<file path="src/rtl/wpc_pkg.sv">
// Shared types for the write protection controller.
package wpc_pkg;
    typedef enum logic [1:0] {
        BP_NONE    = 2'b00,
        BP_QUARTER = 2'b01,
        BP_HALF    = 2'b10,
        BP_ALL     = 2'b11
    } bp_e;
endpackage

</file>
<file path="src/rtl/wpc_region.sv">
// Region decode: flags an address as protected from its two top bits.
// Assumes the array is split into four equal quarters by those bits.
module wpc_region
    import wpc_pkg::*;
(
    input  bp_e        bp,
    input  logic [1:0] addr_msb,
    output logic       prot
);
    // Compare the address quarter against the selected region.
    always_comb begin
        case (bp)
            BP_NONE:    prot = 1'b0;
            BP_QUARTER: prot = &addr_msb;
            BP_HALF:    prot = addr_msb[1];
            default:    prot = 1'b1;
        endcase
    end
endmodule

</file>
<file path="src/rtl/wpc_latch.sv">
// Write-enable latch. Clear and end-of-write win over set.
// Assumes the strobes are one-cycle pulses from the front end.
module wpc_latch (
    input  logic clk,
    input  logic rst_n,
    input  logic set_i,
    input  logic clr_i,
    input  logic busy_i,
    input  logic wr_done_i,
    output logic wel_o
);
    // Latch update with clear priority.
    always_ff @(posedge clk) begin
        if (!rst_n)
            wel_o <= 1'b0;
        else if (clr_i || wr_done_i)
            wel_o <= 1'b0;
        else if (set_i && !busy_i)
            wel_o <= 1'b1;
    end
endmodule

</file>
<file path="src/rtl/wpc_sreg.sv">
// Status register writer. It holds the region and lock bits, accepts
// or refuses a status write request, and keeps an accepted request
// pending until chip select rises. A protect-pin drop while pending
// cancels the write. Assumes a request arrives with chip select low.
module wpc_sreg
    import wpc_pkg::*;
(
    input  logic       clk,
    input  logic       rst_n,
    input  logic       req_i,
    input  logic [2:0] data_i,
    input  logic       wel_i,
    input  logic       busy_i,
    input  logic       wp_i,
    input  logic       cs_n_i,
    output bp_e        bp_o,
    output logic       lock_o,
    output logic       grant_o,
    output logic       deny_o
);
    logic       pend_q;
    logic [2:0] pdata_q;
    logic       pin_blocks;

    assign pin_blocks = lock_o && !wp_i;

    // Request check, pending hold, commit and cancel.
    always_ff @(posedge clk) begin
        if (!rst_n) begin
            bp_o    <= BP_NONE;
            lock_o  <= 1'b0;
            pend_q  <= 1'b0;
            pdata_q <= 3'b000;
            grant_o <= 1'b0;
            deny_o  <= 1'b0;
        end else begin
            grant_o <= 1'b0;
            deny_o  <= 1'b0;
            if (req_i) begin
                if (!wel_i || busy_i || pin_blocks) begin
                    deny_o <= 1'b1;
                end else begin
                    pend_q  <= 1'b1;
                    pdata_q <= data_i;
                end
            end else if (pend_q) begin
                if (cs_n_i) begin
                    grant_o <= 1'b1;
                    bp_o    <= bp_e'(pdata_q[1:0]);
                    lock_o  <= pdata_q[2];
                    pend_q  <= 1'b0;
                end else if (pin_blocks) begin
                    deny_o <= 1'b1;
                    pend_q <= 1'b0;
                end
            end
        end
    end
endmodule

</file>
<file path="src/rtl/wpc_ctrl.sv">
// Top of the write protection controller. It decides array writes
// against the latch, busy and region, and hands status writes to the
// status writer. Assumes busy comes from a self-timed write engine.
module wpc_ctrl
    import wpc_pkg::*;
#(
    parameter int ADDR_W = 13
) (
    input  logic              clk,
    input  logic              rst_n,
    input  logic              cs_n_i,
    input  logic              wp_i,
    input  logic              busy_i,
    input  logic              set_wel_i,
    input  logic              clr_wel_i,
    input  logic              arr_req_i,
    input  logic [ADDR_W-1:0] arr_addr_i,
    input  logic              sr_req_i,
    input  logic [7:0]        sr_data_i,
    output logic              arr_grant_o,
    output logic              arr_deny_o,
    output logic              sr_grant_o,
    output logic              sr_deny_o,
    output logic [7:0]        status_o
);
    logic busy_q;
    logic wr_done;
    logic wel;
    logic prot;
    logic lock;
    logic arr_ok;
    bp_e  bp;
    logic unused_bits;

    assign unused_bits = ^{sr_data_i[6:4], sr_data_i[1:0], arr_addr_i[ADDR_W-3:0]};
    assign wr_done     = busy_q && !busy_i;
    assign arr_ok      = wel && !busy_i && !prot;

    // Track busy to find the end of a write cycle.
    always_ff @(posedge clk) begin
        if (!rst_n) busy_q <= 1'b0;
        else        busy_q <= busy_i;
    end

    // Registered array decision.
    always_ff @(posedge clk) begin
        if (!rst_n) begin
            arr_grant_o <= 1'b0;
            arr_deny_o  <= 1'b0;
        end else begin
            arr_grant_o <= arr_req_i && arr_ok;
            arr_deny_o  <= arr_req_i && !arr_ok;
        end
    end

    wpc_latch i_latch (
        .clk(clk), .rst_n(rst_n), .set_i(set_wel_i), .clr_i(clr_wel_i),
        .busy_i(busy_i), .wr_done_i(wr_done), .wel_o(wel)
    );

    wpc_region i_region (
        .bp(bp), .addr_msb(arr_addr_i[ADDR_W-1 -: 2]), .prot(prot)
    );

    wpc_sreg i_sreg (
        .clk(clk), .rst_n(rst_n), .req_i(sr_req_i),
        .data_i({sr_data_i[7], sr_data_i[3:2]}), .wel_i(wel),
        .busy_i(busy_i), .wp_i(wp_i), .cs_n_i(cs_n_i), .bp_o(bp),
        .lock_o(lock), .grant_o(sr_grant_o), .deny_o(sr_deny_o)
    );

    assign status_o = {lock, 3'b000, bp, wel, busy_i};
endmodule

</file>
<file path="config.mk">
export PLATFORM = sky130hd
export DESIGN_NAME = wpc_ctrl
export DESIGN_NICKNAME = d
export VERILOG_FILES = /design/src/rtl/wpc_pkg.sv /design/src/rtl/wpc_region.sv /design/src/rtl/wpc_latch.sv /design/src/rtl/wpc_sreg.sv /design/src/rtl/wpc_ctrl.sv
export SDC_FILE = /design/constraint.sdc
export NUM_CORES = 1
export LEC_CHECK = 0
export ABC_CLOCK_PERIOD_IN_PS = 990
export BUFFER_PORTS_ARGS = -buffer_cell sky130_fd_sc_hd__buf_2
export CAP_MARGIN = 20
export CORE_UTILIZATION = 34
export DETAILED_ROUTE_END_ITERATION = 12
export PLACE_DENSITY = 0.81
export SKIP_LAST_GASP = 1
export SLEW_MARGIN = 20
export SYNTH_ARGS = -nofsm -noshare
export SYNTH_HDL_FRONTEND = slang
export SYNTH_SLANG_ARGS = --single-unit
export TNS_END_PERCENT = 10
</file>
<file path="constraint.sdc">
create_clock -name clk -period 0.99 [get_ports clk]
set_input_delay 0.0495 -clock clk [delete_from_list [all_inputs] [get_ports clk]]
set_output_delay 0.0495 -clock clk [all_outputs]
set_load 0.02 [all_outputs]
</file>
=== Word-level counts from Yosys, hierarchy flattened ===
Cells that the tools add are included.

* Multipliers: 0
* Add/sub/neg operators: 0
* Equal/unequal tests: 3
* Shift operators: 0
* Reductions and logical operators: 21
* Mux-type cells: 12
* Magnitude comparators: 0
* Divide/modulo/power cells: 0
* Bitwise operators: 4

{| class="wikitable"
|+ Operators with widths
! operator !! number
|-
| two-way mux 1 bit || 11
|-
| logical AND 1 bit || 7
|-
| logical NOT 1 bit || 5
|-
| NOT 1 bit || 4
|-
| AND reduction 2 bit || 2
|-
| logical OR 1 bit || 3
|-
| one-hot mux 1 bit (3 select lines) || 1
|-
| AND reduction 3 bit || 1
|-
| OR reduction 3 bit || 1
|-
| == test 2 x 1 -> 1 bit (second input constant) || 1
|-
| == test 2 bit (second input constant) || 1
|-
| logical NOT 2 bit || 1
|-
| != test 2 bit (second input constant) || 1
|-
| OR reduction 2 bit || 1
|}

* Bits in registers: 13
* Bits in writable memories: 0
* Output and inout port bits: 12
* Logic and storage cells: 50
* Input bits: 30
* Bits in latches: 0
* Bits in read-only memories: 0
* Memories: 0

=== Depth between registers and ports, before layout ===
Gate-level depths: netlist of the first run.

* Word-level depth: 6
* Mapped depth: 3
* Gate-level depth less buffers: 3

=== By module ===
Synthesis of the first run repeated with hierarchy kept, for this count alone.

* Cell total of the unflattened synthesis: 59
* Area, all modules: 563.0 sq um

{| class="wikitable"
|+ Modules (own cells, without submodules)
! module !! instances !! cells each !! area an instance (sq um) !! sequential area each (sq um)
|-
| wpc_sreg || 1 || 36 || 357.8 || 180.2
|-
| wpc_ctrl || 1 || 16 || 151.4 || 60.1
|-
| wpc_latch || 1 || 4 || 40.0 || 20.0
|-
| wpc_region || 1 || 3 || 13.8 || 0.0
|}

=== Least setup slack after synthesis of the first run ===
Ideal clock, no wire load.

* Path type: register to register
* Start point: reg i_sreg.bp_o[0]
* End point: reg arr_grant_o
* Data required time: 930 ps
* Path slack: -71 ps
* Period minus slack after synthesis: 1061 ps
* Library setup time: 60 ps
* Stages on the path, launching flop included: 4
* Arrival time: 1001 ps
* Path buffers: 0
* Cell sequence: dfxtp_1 > a21o_1 > a221oi_1 > and3_1

* Word-level cells in the longest chain between the ends: 5

{| class="wikitable"
|+ Ends and longest elaborated chain
! what !! RTL line !! RTL
|-
| start: declaration || wpc_sreg.sv:16 || <nowiki>output bp_e bp_o,</nowiki>
|-
| start signal: assignment || wpc_sreg.sv:49 || <nowiki>bp_o <= bp_e'(pdata_q[1:0]);</nowiki>
|-
| == test 2 bit, or another cell as far along || wpc_region.sv:12 || <nowiki>case (bp)</nowiki>
|-
| one-hot mux 1 bit (3 select lines) (*) || wpc_region.sv:12 ||
|-
| logical NOT 1 bit (*) || wpc_ctrl.sv:37 || <nowiki>assign arr_ok = wel && !busy_i && !prot;</nowiki>
|-
| logical AND 1 bit (*) || wpc_ctrl.sv:37 ||
|-
| logical AND 1 bit (*) || wpc_ctrl.sv:51 || <nowiki>arr_grant_o <= arr_req_i && arr_ok;</nowiki>
|-
| end signal: assignment || wpc_ctrl.sv:51 ||
|-
| end: declaration || wpc_ctrl.sv:20 || <nowiki>output logic arr_grant_o,</nowiki>
|}

Every way passes the cells marked *; elsewhere a longest branch is shown, timed or not.
A chain may end at the register's enable or synchronous reset.

=== Worst setup path after layout of the first run ===
* Start point: reg i_latch.wel_o
* End point: reg i_sreg.pdata_q[1]

* Word-level cells in the longest chain between the ends: 5

{| class="wikitable"
|+ Ends and longest elaborated chain
! what !! RTL line !! RTL
|-
| start: declaration || wpc_latch.sv:10 || <nowiki>output logic wel_o</nowiki>
|-
| start signal: assignment || wpc_latch.sv:15 || <nowiki>wel_o <= 1'b0;</nowiki>
|-
| start signal: assignment || wpc_latch.sv:17 || <nowiki>wel_o <= 1'b0;</nowiki>
|-
| start signal: assignment || wpc_latch.sv:19 || <nowiki>wel_o <= 1'b1;</nowiki>
|-
| logical NOT 1 bit || wpc_sreg.sv:40 || <nowiki>if (!wel_i || busy_i || pin_blocks) begin</nowiki>
|-
| logical OR 1 bit (2 in series) || wpc_sreg.sv:40 ||
|-
| NOT 1 bit (no source line) || - ||
|-
| AND reduction 2 bit (no source line) || - ||
|-
| end signal: assignment || wpc_sreg.sv:44 || <nowiki>pdata_q <= data_i;</nowiki>
|-
| end: declaration || wpc_sreg.sv:22 || <nowiki>logic [2:0] pdata_q;</nowiki>
|}

No other way between the ends.

==> results of run 1 <==
==> logic make-up after synthesis <==
| group | Yosys count | share of synthesized area |
|---|---|---|
| other cells | 1 | 0.006735 |
| buf+inv | 10 | 0.1101 |
| mux | 6 | 0.1079 |
| compound gates | 6 | 0.09663 |
| flops | 13 | 0.4674 |
| simple gates | 20 | 0.2112 |
==> power groups by stage <==
stage	Sequential [mW]	Combinational, mW	Clock, mW
4_1_cts	0.537	0.108	0.341
6_report	0.537	0.109	0.326
3_3_place_gp	0.548	0.0995	0
5_1_grt	0.538	0.119	0.363
3_5_place_dp	0.549	0.102	0
2_1_floorplan	0.555	0.0613	0
==> how the worst max path moves through the flow <==
stage	from	to	slack (ps)	depth (start not counted)
after floorplan	i_sreg.lock_o	i_sreg.pend_q	5	3
after global placement	i_sreg.lock_o	i_sreg.pend_q	-30	3
after detailed placement	i_latch.wel_o	i_sreg.pdata_q[2]	-60	3
after CTS	i_latch.wel_o	i_sreg.pdata_q[1]	-70	3
after global routing	i_sreg.lock_o	i_sreg.pdata_q[1]	-130	3
final	i_latch.wel_o	i_sreg.pdata_q[1]	-70	3
==> synthesized netlist by cell type <==
master / instances / area share
conb_1: 1 / 0.0067
a21o_1: 1 / 0.013
buf_2: 1 / 0.0090
and3_1: 1 / 0.011
inv_1: 3 / 0.020
mux2i_1: 6 / 0.11
nand3b_1: 1 / 0.013
nand2_1: 7 / 0.047
a31oi_1: 1 / 0.011
nand2b_4: 1 / 0.025
dfxtp_1: 13 / 0.47
o221a_1: 1 / 0.020
nor3b_4: 1 / 0.034
a21oi_1: 1 / 0.0090
a2111oi_2: 1 / 0.027
a221oi_1: 1 / 0.016
nor2b_4: 1 / 0.025
buf_4: 6 / 0.081
nor3_1: 1 / 0.0090
nor2_1: 7 / 0.047
==> final cells by class <==
type / instances / area share
Inverter: 3 / 0.01538
Multi-Input combinational cell: 35 / 0.3402
Sequential cell: 13 / 0.3607
Clock inverter: 1 / 0.006838
Tap cell: 16 / 0.02735
Timing Repair Buffer: 28 / 0.2188
Clock buffer: 3 / 0.03077
==> worst reg2reg max path: cells and delay by family (launching register included) <==
family	cells	cell delay, ps
multiplexers	1	220
flip-flops	1	360
AND/OR/NAND/NOR	2	410
==> per-layer routing <==
layer / share of wire / track usage
met3: 0.058 / 0.02586
met1: 0.41 / 0.1270
met4: 0.0086 / 0.07500
met5: 0 / 0
met2: 0.52 / 0.2277
==> stage by stage <==
stage | util | total power [mW] | setup TNS (ps) | hold WS [ps]
floorplan | - | 0.6161 | 0 | 129.3
global placement | 0.4483 | 0.6476 | -105.2 | 229.2
detailed placement | 0.4483 | 0.6509 | -253.2 | 230.2
CTS | 0.4803 | 0.9859 | -258.3 | 2.797
global route | 0.4803 | 1.019 | -590.8 | 21.76
finish | 0.4803 | 0.9714 | -229.6 | 15.99
==> state kept, by name (all words and copies together) (netlist names) <==
name / cells
i_sreg.deny_o: 1
i_sreg.grant_o: 1
busy_q: 1
i_sreg.pend_q: 1
arr_grant_o: 1
i_sreg.pdata_q: 3
i_latch.wel_o: 1
i_sreg.bp_o: 2
i_sreg.lock_o: 1
arr_deny_o: 1
==> timing repair <==
item | CTS | global route
pin swaps | 1 | 0
hold endpoints to repair | 2 | 0
gates resized for setup | 1 | 0
setup endpoints to repair | 7 | 9
hold buffers | 2 | 0
==> impl_metrics.toml, run 1 <==
[placed_design]
place_area_um2 = 683.2
dp_slack_ps = -62.55
dp_hpwl_um = 810.3
io_buffers = 22
dp_cells = 93
finalWeightedCongestion = 0.6714

[clock_tree]
h-tree-depth = 1
cts_buffers = 3
cts_root_buf = "clkbuf_4"
max-clock-path-buffers = 2
clk_pin_slew_ps = 90
clock_latency_ps = 270
clkSinkCount = 13
cts_setup_buffers = 0
tritoncts = "built"

[power_and_ir_drop]
switching_share = 0.2475
p_int_mw = 0.7310
power_density_nw_per_um2 = 1327
p_seq_frac = 0.553
vdd_ir_drop_max_mv = 0.4494
pwr-share-clk = 0.336
pwr-share-comb = 0.112
leakage_nw = 0.3838
p_sw_mw = 0.2404

[yosys]
synthCells = 56
seq_area_frac_synth = 0.4674
syn_area_per_cell_um2 = 9.943
synth_warnings = 0
ys_types = 20
synth_seq_cells = 13
synth_area_um2 = 556.8

[sta]
finalSetupViolCount = 4
final_max_slew_viol_count = 0
finClkSkew_ps = 7.125
period_share = 1.066
rsz0062_at_grt = "true"
period_needed_ps = 1055
hold_viol = 0
fmax_ghz = 0.9477
setup_ws_ps = -65.16

[setup_path]
r2r-end = "i_sreg.pdata_q[1]"
worst-path-buf-inv = 0
path_cells = "nand2b_4, nor3b_4, mux2i_1"
crit_required_ps = 1190
crit_path_end_kind = "register"
slowest_stage = "dfxtp_2"
worstPathArrival_ps = 1260
reg2reg_slack_ps = -70
r2r-start = "i_latch.wel_o"
slowest_delay_ps = 360
worstSetupPathType = "register to register"
worst-path-max-fanout = 5
critPathTopFamily = "simple AND/OR/NAND/NOR gates"
reg2reg_depth = 3
start_kind = "register"

[global_routing]
antenna_found_initial = 0
grt_pass1_wl_um = 1642
grt_pass1_vias = 418
gr-usage-all-layers = 0.1244
grt_max_degree = 10
grt-ovfl-total = 0

[routing]
detail_route.wl_per_cell_um = 10.52
routed-via-count = 447
vias_per_cell = 4.515
first_pass_iters = 4
wl_um = 1041
drt_iter0_drc = 16
drc = 0
ant_nets = 0

[worst_hold_path]
min_path_cells = 3
min_from = "sr_data_i[7]"
hold_path.class = "input port to register"
min_to = "i_sreg.pdata_q[2]"

[cells_and_area]
layout_commonest_cell = "buf_2"
register_area_um2 = 264.0
diodes = 0
multi_input_area_um2 = 249.0
fillers = 135
final_nets = 114
area_growth_syn_to_layout_pct = 31.46
final_cells = 99
fin_area_um2 = 732.0
drive_gt1_frac = 0.4578
final_cell_mix = "buf_2 (22), dfxtp_1 (10), nand2_1 (7), nor2_1 (7), mux2i_1 (6)"

[floorplanning]
die_area_um2 = 1803
num_rows = 14
die_h_um = 42.47
ios = 42
coreArea_um2 = 1524
initial_core_util = 0.3654
fp.dieW_um = 42.47

[flow_run]
drv_cap = 0

[run_status]
violations = "negative setup slack"
status = "finished with violations"
No activity file was read; power rests on OpenSTA's default activity.
==> run 2: changes to the inputs <==
PLACE_DENSITY = not set   (was 0.81)
PLACE_DENSITY_LB_ADDON = 0.25   (was not set)
==> impl_metrics.toml, run 2 (same netlist as run 1, synthesis figures left out) <==
[floorplanning]
num_rows = 14
initial_core_util = 0.3654
ios = 42
coreArea_um2 = 1524
die_area_um2 = 1803
die_h_um = 42.47
fp.dieW_um = 42.47

[cells_and_area]
final_cell_mix = "buf_2 (22), dfxtp_1 (9), nand2_1 (7), nor2_1 (7)"
area_growth_syn_to_layout_pct = 36.18
drive_gt1_frac = 0.4767
fillers = 154
largest-register = "i_sreg.pdata_q"
utilization = 0.4975
largestRegisters = "i_sreg.pdata_q: 3 flops, i_sreg.bp_o: 2 flops"
final_nets = 117
diodes = 0
largest_reg_flops = 3
layout_commonest_cell = "buf_2"

[setup_path]
crit_required_ps = 1160
path_cells = "nor2b_4, nor3b_4, buf_4, o221a_1"
slowest_stage = "dfxtp_2"
slowest_delay_ps = 330
start_kind = "register"
crit_path_start = "i_sreg.lock_o"
r2r-start = "i_sreg.lock_o"
worstSetupPathType = "register to register"
crit_path_end_kind = "register"
worstPathArrival_ps = 1210
worst-path-max-fanout = 3

[flow_run]
drv_cap = 0

[routing]
first_pass_iters = 2
wl_um = 1005
detail_route.wl_per_cell_um = 9.853
vias_per_cell = 4.490
routed-via-count = 458
drc = 0
drt_iter0_drc = 6
ant_nets = 0

[sta]
finalSetupViolCount = 4
hold_viol = 0
fmax_ghz = 0.9547
tns_ps = -131.3
period_share = 1.058
period_needed_ps = 1047
final_max_slew_viol_count = 0
setup_ws_ps = -57.40
finClkSkew_ps = 1.235
rsz0062_at_grt = "true"

[global_routing]
antenna_found_initial = 0
grt_pass1_wl_um = 1628
grt_max_degree = 10
gr-usage-all-layers = 0.1263
grt_pass1_vias = 404
grt-ovfl-total = 0

[power_and_ir_drop]
total_power_mw = 0.9651
vdd_ir_drop_max_mv = 0.5861
power_density_nw_per_um2 = 1273
leakage_nw = 0.3986

[clock_tree]
clkSinkCount = 13
h-tree-depth = 1
max-clock-path-buffers = 2
tritoncts = "built"
clock_latency_ps = 270
cts_buffers = 3
cts_root_buf = "clkbuf_4"
clk_pin_slew_ps = 80

[placed_design]
io_buffers = 22
finalWeightedCongestion = 0.6522
dp_hpwl_um = 738

[worst_hold_path]
min_from = "sr_data_i[7]"
hold_path.class = "input port to register"

[run_status]
violations = "negative setup slack"
status = "finished with violations"
-- run 2: cell count changes in the layout (fill, tap and decap cells not counted) --
cell      previous run  this run
buf_6                0         1
clkinv_2             1         0
buf_4                4         6
dfxtp_1             10         9
clkbuf_1             0         1
dfxtp_2              3         4
-- run 2: report_power, final --
part           switching [mW]  internal [mW]
clock                   0.164          0.156
sequential            0.00381          0.532
combinational          0.0592         0.0504
total                   0.227          0.738
-- run 2: per-stage QoR --
step | setup WS [ps] | hold slack (ps) | instance area (um2) | instances
2_1_floorplan | 5.408 | 129.3 | 573.1 | 58
5_1_grt | -100.7 | 2.864 | 758.2 | 102
3_3_place_gp | -52.23 | 233.0 | 690.7 | 94
4_1_cts | -51.67 | 7.606 | 754.5 | 102
6_report | -57.40 | 14.98 | 758.2 | 102
3_5_place_dp | -72.14 | 234.5 | 690.7 | 94
-- run 2: routing by layer --
layer / wire (um) / GRT usage / vias to the layer above
met1: 490 / 0.1538 / 205
met5: 0 / 0 / -
met2: 472 / 0.1846 / 13
met4: 0 / 0.07500 / 0
li1: - / - / 240
met3: 43 / 0.05172 / 0
-- run 2: cell type report --
type,count,area [um2],area share
clock buffers,4,26.28,0.03465
flip-flops and latches,13,265.3,0.3498
inverters,3,11.26,0.01485
well taps,16,20.02,0.02640
repair buffers,31,186.4,0.2459
multi-input cells,35,249.0,0.3284
-- run 2: path summary, 6_finish.rpt --
kind              slack (ps)           endpoint  cells past startpoint
setup / recovery         -60      i_sreg.pend_q                      4
hold / removal            10  i_sreg.pdata_q[2]                      3
setup reg to reg         -60      i_sreg.pend_q                      4
hold reg to reg          430      i_latch.wel_o                      1
-- run 2: what timing repair did --
item,CTS,global route
pin swaps,2,0
hold buffers,2,0
resized for setup,2,1
hold endpoints to repair,2,0
setup buffers,2,0
endpoints found under the setup margin,7,9
-- run 2: worst max-delay path, delay by kind of cell (launching register included) --
family / cells / cell delay, ps
AO/OA/AOI/OAI: 1 / 240
AND/OR/NAND/NOR: 2 / 240
flip-flops: 1 / 330
buffers and inverters: 1 / 130
==> run 3: changes to the inputs <==
CORE_ASPECT_RATIO = 1.2   (was not set)
==> impl_metrics.toml, run 3 (same netlist as run 1, synthesis figures left out) <==
[run_status]
status = "finished with violations"
violations = "negative setup slack"

[setup_path]
reg2reg_slack_ps = -60
worstPathArrival_ps = 1250
start_kind = "register"
crit_required_ps = 1200
reg2reg_depth = 3
r2r-end = "i_sreg.pdata_q[1]"
worstSetupPathType = "register to register"
crit_path_end_kind = "register"
r2r-start = "i_sreg.lock_o"
crit_path_start = "i_sreg.lock_o"
worst-path-max-fanout = 5
endpoint = "i_sreg.pdata_q[1]"

[sta]
finClkSkew_ps = 2.741
setup_ws_ps = -56.31
finalSetupViolCount = 4
rsz0062_at_grt = "true"
period_share = 1.057
fmax_ghz = 0.9557
tns_ps = -186.4
period_needed_ps = 1046
hold_viol = 0
final_max_slew_viol_count = 0

[clock_tree]
clock_latency_ps = 270
clkSinkCount = 13
h-tree-depth = 1
cts_buffers = 3
max-clock-path-buffers = 2
tritoncts = "built"
cts_root_buf = "clkbuf_4"
clk_pin_slew_ps = 70
cts_setup_buffers = 0

[power_and_ir_drop]
leakage_nw = 0.3920
power_density_nw_per_um2 = 1287
vdd_ir_drop_max_mv = 0.8664

[floorplanning]
die_area_um2 = 1804
die_h_um = 46.33
initial_core_util = 0.3755
num_rows = 15
coreArea_um2 = 1483
fp.dieW_um = 38.94
ios = 42

[cells_and_area]
final_cells = 102
fillers = 152
largestRegisters = "i_sreg.pdata_q: 3 flops, i_sreg.bp_o: 2 flops"
largest-register = "i_sreg.pdata_q"
register_area_um2 = 264.0
diodes = 0
final_cell_mix = "buf_2 (22), dfxtp_1 (10), nand2_1 (7), nor2_1 (7)"
multi_input_area_um2 = 249.0
area_growth_syn_to_layout_pct = 34.16
utilization = 0.5038
drive_gt1_frac = 0.4588
final_nets = 116
layout_commonest_cell = "buf_2"
largest_reg_flops = 3

[global_routing]
grt_max_degree = 10
antenna_found_initial = 0
gr-usage-all-layers = 0.1209
grt-ovfl-total = 0
grt_pass1_wl_um = 1414
grt_pass1_vias = 366

[routing]
detail_route.wl_per_cell_um = 9.235
drt_iter0_drc = 3
routed-via-count = 447
first_pass_iters = 2
vias_per_cell = 4.382
drc = 0
wl_um = 942
ant_nets = 0

[placed_design]
dp_hpwl_um = 742.5
io_buffers = 22
dp_cells = 96
finalWeightedCongestion = 0.6713

[flow_run]
drv_cap = 0

[worst_hold_path]
hold_path.class = "input port to register"
## run 3: stage by stage
stage               cell area [um2]  power, mW  hold WS [ps]  setup slack [ps]
CTS                           747.0     0.9828         2.379            -66.28
finish                        747.0     0.9617         13.22            -56.31
global route                  747.0      1.017         13.78            -117.4
detailed placement            699.4     0.6499         235.9            -67.62
global placement              699.4     0.6484         234.4            -49.58
floorplan                     573.1     0.6161         129.3             5.408
## run 3: power breakdown
part / leakage (nW) / internal [mW] / switching (mW)
combinational: 0.270 / 0.0490 / 0.0583
sequential: 0.107 / 0.532 / 0.00371
clock: 0.0150 / 0.156 / 0.162
## run 3: worst min path at each step
stage,depth (start not counted),end,from
after floorplan,1,i_latch.wel_o,clr_wel_i
after global placement,2,i_latch.wel_o,clr_wel_i
after detailed placement,2,i_latch.wel_o,clr_wel_i
after CTS,3,i_sreg.pdata_q[0],sr_data_i[2]
after global routing,3,i_sreg.pdata_q[0],sr_data_i[2]
final,3,i_sreg.pdata_q[0],sr_data_i[2]
## run 3: what timing repair did
item | 4_1_cts | 5_1_grt
endpoints found under the hold margin | 2 | 0
hold buffers | 2 | 0
pin swaps | 1 | 0
gates resized for setup | 1 | 0
setup endpoints to repair | 5 | 7
## run 3: worst max-delay path: stages (launching register included)
cell and delay [ps]:
dfxtp_1 310, nor2b_4 130, nor3b_4 310, mux2i_1 220
## run 3: cell type report
| type | count | share of cell area |
|---|---|---|
| inverter | 3 | 0.01508 |
| tap | 17 | 0.02848 |
| timing repair buffer | 30 | 0.2345 |
| multi-input combinational | 35 | 0.3333 |
| clock buffer | 4 | 0.03518 |
| sequential | 13 | 0.3534 |
## run 3: per-layer routing
metal  vias to the layer above  share of wire  GRT usage
met5                         -              0          0
met4                         0         0.0085    0.06207
met3                         2          0.084    0.07246
met2                        19           0.46     0.1933
met1                       189           0.45     0.1217
li1                        237              -          -
